File: config.mk
export PLATFORM = sky130hd
export DESIGN_NAME = soft_tlb
export DESIGN_NICKNAME = d
export VERILOG_FILES = /design/src/rtl/soft_tlb_pkg.sv /design/src/rtl/tlb_match.sv /design/src/rtl/tlb_perm.sv /design/src/rtl/tlb_store.sv /design/src/rtl/soft_tlb.sv
export SDC_FILE = /design/constraint.sdc
export NUM_CORES = 1
export LEC_CHECK = 0
export BUFFER_PORTS_ARGS = -buffer_cell sky130_fd_sc_hd__buf_2
export CAP_MARGIN = 5
export CORE_UTILIZATION = 40
export CTS_CLUSTER_DIAMETER = 40
export CTS_CLUSTER_SIZE = 30
export DETAILED_ROUTE_END_ITERATION = 12
export SYNTH_ARGS = -nofsm -noshare
export SYNTH_HDL_FRONTEND = slang
export SYNTH_HIERARCHICAL = 1
export SYNTH_SLANG_ARGS = --single-unit
File: constraint.sdc
create_clock -name clk -period 8.7 [get_ports clk]
set_clock_uncertainty 0.05 [all_clocks]
set_input_delay 0.435 -clock clk [delete_from_list [all_inputs] [get_ports clk]]
set_output_delay 0.435 -clock clk [all_outputs]
set_load 0.005 [all_outputs]
File: src/rtl/soft_tlb_pkg.sv
package soft_tlb_pkg;
  typedef enum logic [1:0] {
    ACC_READ  = 2'd0,
    ACC_WRITE = 2'd1,
    ACC_EXEC  = 2'd2,
    ACC_NONE  = 2'd3
  } acc_kind_e;

  localparam int RIGHT_R = 0;
  localparam int RIGHT_W = 1;
  localparam int RIGHT_X = 2;
  localparam int RIGHTS_W = 3;
endpackage

File: src/rtl/tlb_match.sv
module tlb_match #(
  parameter int ENTRIES = 8,
  parameter int VPN_W   = 5,
  localparam int IDX_W  = $clog2(ENTRIES)
) (
  input  logic [ENTRIES-1:0]            valid,
  input  logic [ENTRIES-1:0][VPN_W-1:0] tags,
  input  logic [VPN_W-1:0]              vpn,
  output logic                          found,
  output logic [IDX_W-1:0]              idx
);
  logic [ENTRIES-1:0] eq;

  genvar g;
  generate
    for (g = 0; g < ENTRIES; g++) begin : g_cmp
      assign eq[g] = valid[g] && (tags[g] == vpn);
    end
  endgenerate

  // lowest index wins: scan from the top so the lowest match is written last
  always_comb begin
    idx = '0;
    for (int i = ENTRIES - 1; i >= 0; i--) begin
      if (eq[i]) idx = IDX_W'(i);
    end
  end

  assign found = |eq;
endmodule

File: src/rtl/tlb_perm.sv
module tlb_perm
  import soft_tlb_pkg::*;
(
  input  logic [RIGHTS_W-1:0] rights,
  input  logic [1:0]          kind,
  output logic                allow
);
  always_comb begin
    case (acc_kind_e'(kind))
      ACC_READ:  allow = rights[RIGHT_R];
      ACC_WRITE: allow = rights[RIGHT_W];
      ACC_EXEC:  allow = rights[RIGHT_X];
      default:   allow = 1'b0;
    endcase
  end
endmodule

File: src/rtl/tlb_store.sv
module tlb_store
  import soft_tlb_pkg::*;
#(
  parameter int ENTRIES = 8,
  parameter int VPN_W   = 5,
  parameter int PPN_W   = 3,
  localparam int IDX_W  = $clog2(ENTRIES)
) (
  input  logic                             clk,
  input  logic                             rst,
  input  logic                             wr_en,
  input  logic [IDX_W-1:0]                 wr_idx,
  input  logic [VPN_W-1:0]                 wr_vpn,
  input  logic [PPN_W-1:0]                 wr_ppn,
  input  logic                             wr_valid,
  input  logic [RIGHTS_W-1:0]              wr_rights,
  input  logic                             upd_en,
  input  logic [IDX_W-1:0]                 upd_idx,
  input  logic                             upd_dirty,
  input  logic                             clr_ref,
  output logic [ENTRIES-1:0]               valid_q,
  output logic [ENTRIES-1:0][VPN_W-1:0]    tag_q,
  output logic [ENTRIES-1:0][PPN_W-1:0]    ppn_q,
  output logic [ENTRIES-1:0][RIGHTS_W-1:0] rights_q,
  output logic [ENTRIES-1:0]               dirty_q,
  output logic [ENTRIES-1:0]               ref_q
);
  genvar g;
  generate
    for (g = 0; g < ENTRIES; g++) begin : g_ent
      logic inst_here, upd_here;
      assign inst_here = wr_en && (wr_idx == IDX_W'(g));
      assign upd_here  = upd_en && (upd_idx == IDX_W'(g));

      always_ff @(posedge clk) begin
        if (rst) begin
          valid_q[g]  <= 1'b0;
          tag_q[g]    <= '0;
          ppn_q[g]    <= '0;
          rights_q[g] <= '0;
          dirty_q[g]  <= 1'b0;
          ref_q[g]    <= 1'b0;
        end else if (inst_here) begin
          valid_q[g]  <= wr_valid;
          tag_q[g]    <= wr_vpn;
          ppn_q[g]    <= wr_ppn;
          rights_q[g] <= wr_rights;
          dirty_q[g]  <= 1'b0;
          ref_q[g]    <= 1'b0;
        end else begin
          if (upd_here && upd_dirty) dirty_q[g] <= 1'b1;
          if (clr_ref)               ref_q[g]   <= 1'b0;
          else if (upd_here)         ref_q[g]   <= 1'b1;
        end
      end
    end
  endgenerate
endmodule

File: src/rtl/soft_tlb.sv
module soft_tlb
  import soft_tlb_pkg::*;
#(
  parameter int VA_W    = 15,
  parameter int PA_W    = 13,
  parameter int OFF_W   = 10,
  parameter int ENTRIES = 8,
  localparam int VPN_W  = VA_W - OFF_W,
  localparam int PPN_W  = PA_W - OFF_W,
  localparam int IDX_W  = $clog2(ENTRIES)
) (
  input  logic                clk,
  input  logic                rst,
  input  logic                lk_req,
  input  logic [VA_W-1:0]     lk_vaddr,
  input  logic [1:0]          lk_kind,
  output logic                rsp_valid,
  output logic                rsp_hit,
  output logic                rsp_miss,
  output logic                rsp_fault,
  output logic [PA_W-1:0]     rsp_paddr,
  input  logic                wr_en,
  input  logic [IDX_W-1:0]    wr_idx,
  input  logic [VPN_W-1:0]    wr_vpn,
  input  logic [PPN_W-1:0]    wr_ppn,
  input  logic                wr_valid,
  input  logic [RIGHTS_W-1:0] wr_rights,
  input  logic                clr_ref,
  input  logic [IDX_W-1:0]    rd_idx,
  output logic                rd_dirty,
  output logic                rd_ref
);
  logic [ENTRIES-1:0]               valid_q;
  logic [ENTRIES-1:0][VPN_W-1:0]    tag_q;
  logic [ENTRIES-1:0][PPN_W-1:0]    ppn_q;
  logic [ENTRIES-1:0][RIGHTS_W-1:0] rights_q;
  logic [ENTRIES-1:0]               dirty_q;
  logic [ENTRIES-1:0]               ref_q;

  logic             found, allow, upd_en;
  logic [IDX_W-1:0] sel;

  tlb_match #(.ENTRIES(ENTRIES), .VPN_W(VPN_W)) u_match (
    .valid (valid_q),
    .tags  (tag_q),
    .vpn   (lk_vaddr[VA_W-1:OFF_W]),
    .found (found),
    .idx   (sel)
  );

  tlb_perm u_perm (
    .rights (rights_q[sel]),
    .kind   (lk_kind),
    .allow  (allow)
  );

  assign upd_en = lk_req && found && allow;

  tlb_store #(.ENTRIES(ENTRIES), .VPN_W(VPN_W), .PPN_W(PPN_W)) u_store (
    .clk       (clk),
    .rst       (rst),
    .wr_en     (wr_en),
    .wr_idx    (wr_idx),
    .wr_vpn    (wr_vpn),
    .wr_ppn    (wr_ppn),
    .wr_valid  (wr_valid),
    .wr_rights (wr_rights),
    .upd_en    (upd_en),
    .upd_idx   (sel),
    .upd_dirty (lk_kind == ACC_WRITE),
    .clr_ref   (clr_ref),
    .valid_q   (valid_q),
    .tag_q     (tag_q),
    .ppn_q     (ppn_q),
    .rights_q  (rights_q),
    .dirty_q   (dirty_q),
    .ref_q     (ref_q)
  );

  always_ff @(posedge clk) begin
    if (rst) begin
      rsp_valid <= 1'b0;
      rsp_hit   <= 1'b0;
      rsp_miss  <= 1'b0;
      rsp_fault <= 1'b0;
      rsp_paddr <= '0;
      rd_dirty  <= 1'b0;
      rd_ref    <= 1'b0;
    end else begin
      rsp_valid <= lk_req;
      rsp_hit   <= upd_en;
      rsp_miss  <= lk_req && !found;
      rsp_fault <= lk_req && found && !allow;
      rsp_paddr <= upd_en ? {ppn_q[sel], lk_vaddr[OFF_W-1:0]} : '0;
      rd_dirty  <= dirty_q[rd_idx];
      rd_ref    <= ref_q[rd_idx];
    end
  end
endmodule

Word level (Yosys, flattened, before mapping):

Cells that the tools add are included.

* output and inout port bits: 19
* logic and storage cells: 158
* bits in registers: 131
* input port bits: 40

* equal/unequal tests: 24
* bitwise operators: 1
* magnitude comparators: 2
* muxes and demuxes: 17
* reduce and logical (&&, ||, !) cells: 59

Operators by type and width (number)
* $eq 5x5->1: 8
* $logic_and 1x1->1: 36
* $mux 3: 10
* $eq 3x3->1 const B: 8
* $reduce_or 3->1: 8
* $bmux 3 s3: 2
* $reduce_or 2->1: 9
* $eq 3x2->1 const B: 4
* $lt 3x4->1 const B: 2
* $reduce_or 8->1: 1
* $bmux 1 s3: 2
* $eq 3x1->1 const B: 2
* $logic_not 3->1: 2
* $pmux 1 s3: 1
* $eq 2x1->1 const B: 1
* $eq 2x2->1 const B: 1
* $logic_not 1->1: 2
* $logic_not 2->1: 1
* $mux 1: 2
* $not 1->1: 1

Logic depth before layout (Yosys ltp):

* word-level depth: 16
* gate-level depth with buffers: 15
* mapped depth without buffers: 13

Hierarchy:

Netlist, hierarchy kept.

By module, submodules not included
* tlb_store: cells an instance 505, area each 4067.7 sq um, instances 1
* soft_tlb: cells an instance 84, area each 1034.7 sq um, instances 1
* tlb_match: cells an instance 74, area each 588.1 sq um, instances 1
* tlb_perm: cells an instance 3, area each 22.5 sq um, instances 1

Worst setup path before layout:

No wires, ideal clock.

* path type: in2reg
* from: input lk_vaddr[14]
* to: register rsp_paddr[1]
* stages on the path: 15
* path buffers: 3
* data arrival time: 3328 ps
* slack: 5207 ps
* cell sequence: buf_4 -> xor2_1 -> nor4_1 -> and3_1 -> nor3b_1 -> a311o_1 -> buf_6 -> mux4_1 -> mux2_2 -> mux2i_1 -> o21ai_1 -> and3_1 -> nor2b_1 -> buf_2 -> and2_1

* cells in the longest elaborated chain, start to end: 16

Ends and longest elaborated chain
* start, declared: RTL line soft_tlb.sv:15 `input logic [VA_W-1:0] lk_vaddr,`
* $eq 5x5->1: RTL line tlb_match.sv:17 `assign eq[g] = valid[g] && (tags[g] == vpn);`
* $logic_and 1x1->1: RTL line tlb_match.sv:17
* $mux 3 (7 in a row): RTL line tlb_match.sv:25 `if (eq[i]) idx = IDX_W'(i);`
* $mux 3 *: RTL line tlb_match.sv:25
* named net sel[0]: RTL line soft_tlb.sv:41 `logic [IDX_W-1:0] sel;`
* $bmux 3 s3 *: RTL line soft_tlb.sv:52 `.rights (rights_q[sel]),`
* $mux 3 (implied by the code) *: RTL line soft_tlb.sv:52
* $pmux 1 s3 *: RTL line tlb_perm.sv:9 `case (acc_kind_e'(kind))`
* named net allow: RTL line soft_tlb.sv:40 `logic found, allow, upd_en;`
* $logic_and 1x1->1 *: RTL line soft_tlb.sv:57 `assign upd_en = lk_req && found && allow;`
* named net upd_en: RTL line soft_tlb.sv:40
* $not 1->1 (no line) *
* $reduce_or 2->1 (no line) *
* end signal, assigned: RTL line soft_tlb.sv:94 `rsp_paddr <= upd_en ? {ppn_q[sel], lk_vaddr[OFF_W-1:0]} : '0;`
* end, declared: RTL line soft_tlb.sv:21 `output logic [PA_W-1:0] rsp_paddr,`

Mark *: on every way through the listed nets, which the timed path passes. The rest lies on a longest branch. The select of a mux whose other input is x is not followed.
A chain may end at the register's enable or synchronous reset.

Worst setup path in the final report:

* from: register u_store/tag_q[33] (netlist bit)
* to: register rsp_paddr[12]

* cells in the longest elaborated chain, start to end: 15

Ends and longest elaborated chain
* start, declared: RTL line tlb_store.sv:22 `output logic [ENTRIES-1:0][VPN_W-1:0] tag_q,`
* start signal, assigned by index: RTL line tlb_store.sv:45 `tag_q[g] <= wr_vpn;`
* $eq 5x5->1: RTL line tlb_match.sv:17
* $logic_and 1x1->1: RTL line tlb_match.sv:17
* $mux 3 (7 in a row): RTL line tlb_match.sv:25
* named net sel[0]: RTL line soft_tlb.sv:41
* $bmux 3 s3: RTL line soft_tlb.sv:52
* $mux 3 (implied by the code): RTL line soft_tlb.sv:52
* $pmux 1 s3: RTL line tlb_perm.sv:9
* named net allow: RTL line soft_tlb.sv:40
* $logic_and 1x1->1: RTL line soft_tlb.sv:57
* named net upd_en: RTL line soft_tlb.sv:40
* $not 1->1 (no line)
* $reduce_or 2->1 (no line)

The timed path passes the listed nets, and every way through them passes these cells. The select of a mux whose other input is x is not followed.

==> summary.md <==
| Metric | Value |
|---|---|
| Vias per Instance | `5.43` |
| Cell variety after synth | `between 40 and 50` |
| #FFs+latches synth | `131` |
| Ys async rst share | `0` |
| Leakage power | `2.42 nW` |
| Status | `completed` |
| Flop2flop setup slack | `~4.7 ns` |
| CTS resizes | `0` |
| IO Pins | `59` |
| Routed via count | `4,753` |
| Pin count of the biggest net entering global routing | `109` |
| RR Startpoint | `u_store/tag_q[33]$_SDFFE_PP0P_` |
| Fillers | `between 1,000 and 1,500` |
| Fmax | `0.253 GHz` |
| Pre-Repair DR Iteration Count | `5` |
| Crit path kind | `register to register` |
| Hold_buf cts | `0` |
| Core Util, Final | `0.466` |
| Post-synthesis sequential area ratio | `0.459` |
| TritonCTS Buffers | `17` |
| Clk pin slew, worst setup/hold paths | `around 0.050 ns` |
| Gpl congestion | `~0.84` |
| Top FF cell, synth | `dfxtp_1` |
| WP data arrival | `about 4.3 ns` |
| # clock sinks | `approximately 130` |
| Crit path max-delay cell type | `nor2b_1` |
| Layout cells sized above 1 | `0.152` |
| H-tree depth | `4` |
| Hold Path Class | `input pin to register` |
| Initial antenna violation count | `0` |
| GRT Util Overall | `0.222` |
| # diodes | `0` |
| Post-CTS setup buffer count | `0` |
| Vias in the first global route | `approximately 4,600` |
| DIE AREA | `between 0.01 and 0.015 mm2` |
| Max-slew violations | `0` |
| Ys Warns | `6` |
| Post-route cell area | `around 0.0065 mm2` |
| Minimum clock period | `around 4.0 ns` |
| Setup tns final | `0 ns` |
| DRC errors left | `0` |
| Dpl cell area | `slightly below 0.006 mm2` |
| Die height | `approximately 120 um` |
| Cells after synthesis | `between 600 and 700` |
| RSZ-0062 raised after global routing | `no` |
| Root Buffer | `clkbuf_16` |
| Relative slew margins | `0.238` |
| Total design power | `approximately 1.3 mW` |
| Syn nets | `706` |
| Critical path required time | `roughly 9 ns` |
| Final Net Count | `between 700 and 800` |
| TritonCTS clock tree | `yes` |
| Mean post-synth cell area | `roughly 8.6 um2` |
| Max rail drop VDD | `roughly 0.00014 V` |
| Endpoints failing hold | `0` |
| DP Worst Slack | `~4.3 ns` |
| Reg area | `0.00262 mm2` |
| Setup slack after layout | `roughly 4.7 ns` |
| Crit path max fanout | `22` |
| Reg2reg end | `rsp_paddr[12]$_SDFF_PP0_` |
| Hold-critical path depth | `2` |
| Initial Util | `0.412` |
| Crit. Startpoint | `u_store/tag_q[33]$_SDFFE_PP0P_` |
| Worst setup EP type | `register` |
| DRT iter0 DRCs | `~550` |
| P&R area growth vs syn | `13.2%` |
| Final ANT Viol Nets | `0` |
| Post-DP HPWL | `about 9800 um` |
| Clock network latency to the later pin of the worst-skew pair | `0.42 ns` |
| CTS max path bufs | `2` |
| Total length of routed wires | `around 15,000 um` |
| Row count | `43` |
| Commonest non-fill, non-tap cell in the layout | `nand2_1` |
| WL/cell | `17.5 um` |
| Max stage delay on crit path | `0.64 ns` |
| FF-to-FF path depth | `13` |
| Most frequent cells in the layout | `nand2_1 (196), dfxtp_1 (131), a21oi_1 (108)` |
| GRT overflow | `0` |
| Startpoint Class | `register` |
| Worst-path cell chain | `xor2_1 -> nor4_1 -> and3_1 -> o21ai_1 -> a311o_1 -> buf_4 -> mux4_1 -> mux2_2 -> mux2i_1 -> o21ai_1 -> and3_1 -> nor2b_1 -> and4_1` |
| Tcrit/Tclk final | `0.455` |
| Pwr per Cell Area | `just over 200 mW/mm2` |
| CORE AREA | `between 0.01 and 0.015 mm2` |
| MaxCap Viol Count | `0` |
| Cell area after synthesis | `0.00571 mm2` |
| Global-route wire length before repair | `24,500 um` |
| Area occupied by multi-input gates | `about 0.0028 mm2` |
| End of the critical path | `rsp_paddr[12]$_SDFF_PP0_` |
| Worst-Margin Slew | `about 1.1 ns` |
| Post-synth EDFFs | `0` |
| Die width | `around 120 um` |
| I/O Buffers | `58` |
| Final setup viols | `0` |
## worst min-delay path by stage
stage	slack, ns	end	from
after floorplan	0.38	u_store/rights_q[15]$_SDFFE_PP0P_	u_store/rights_q[15]$_SDFFE_PP0P_
after global placement	0.39	u_store/rights_q[20]$_SDFFE_PP0P_	u_store/rights_q[20]$_SDFFE_PP0P_
after detailed placement	0.40	u_store/rights_q[16]$_SDFFE_PP0P_	u_store/rights_q[16]$_SDFFE_PP0P_
after CTS	0.15	rsp_paddr[1]$_SDFF_PP0_	lk_vaddr[1]
after global routing	0.16	rsp_paddr[3]$_SDFF_PP0_	lk_vaddr[3]
final	0.16	rsp_paddr[1]$_SDFF_PP0_	lk_vaddr[1]
## synthesized netlist by cell type (all sizes together) (4+ instances only)
cell type	n	area [um2]
a21oi	108	541
a31oi	4	25.0
and2	10	62.6
and3	8	51.3
and4	4	35.0
and4b	4	41.3
buf	38	236
clkbuf	22	82.6
dfxtp	131	2620
mux2i	15	150
mux4	10	244
nand2	196	736
nand3	6	30.0
nor2	5	18.8
nor2b	9	56.3
nor3	16	80.1
nor4	9	62.6
xnor2	8	70.1
xor2	32	280
## logic make-up (layout without fill, tap and decap cells)
group                     count (synthesis)  after routing  share of synthesized area
xor gates and xnor gates                 40             40                     0.0613
and+or+nand+nor                         286            286                      0.239
DFF                                     131            131                      0.459
muxes                                    28             28                     0.0749
AOI/OAI and AO/OA                       120            120                      0.109
buffers and inverters                    61             91                     0.0565
## cell type report
cell class,count,share of cell area
Clock buffer,23,0.0770
Clock inverter,6,0.00464
Inverter,1,0.000580
Multi-Input combinational cell,474,0.429
Sequential cell,131,0.405
Tap cell,180,0.0348
Timing Repair Buffer,61,0.0488
## through the flow
| step | cells | hold slack, ns |
|---|---|---|
| 2_1_floorplan | 666 | 0.382 |
| 3_3_place_gp | 847 | 0.387 |
| 3_5_place_dp | 847 | 0.396 |
| 4_1_cts | 876 | 0.149 |
| 5_1_grt | 876 | 0.156 |
| 6_report | 876 | 0.162 |
## per-layer routing
layer / wire, um / GRT usage / vias up
met5: 0 / 0 / -
met4: 337 / 0.0965 / 0
met3: 1110 / 0.0583 / 30
met2: 7260 / 0.354 / 179
met1: 6650 / 0.282 / 2259
li1: - / - / 2285
## power breakdown
group	leakage, nW	switching (mW)	total, mW	internal (mW)
Sequential	1.06	0.00531	0.616	0.610
Clock	0.270	0.246	0.639	0.393
Combinational	1.10	0.0528	0.0787	0.0258
## critical path: cells and delay by family, from the launching register on
family / cells / cell delay (ns)
xor+xnor: 1 / 0.15
mux: 3 / 0.64
compound gates: 3 / 0.58
flops: 1 / 0.32
buf+inv: 1 / 0.25
simple gates: 5 / 1.90
## registers in the layout, indices dropped and copies added, names as in the netlist
name / count
u_store/tag_q: 40
u_store/ppn_q: 24
u_store/rights_q: 24
rsp_paddr: 13
u_store/dirty_q: 8
u_store/ref_q: 8
u_store/valid_q: 8
rd_dirty: 1
rd_ref: 1
rsp_fault: 1
rsp_hit: 1
rsp_miss: 1
rsp_valid: 1
(Power assumes the default switching activity.)
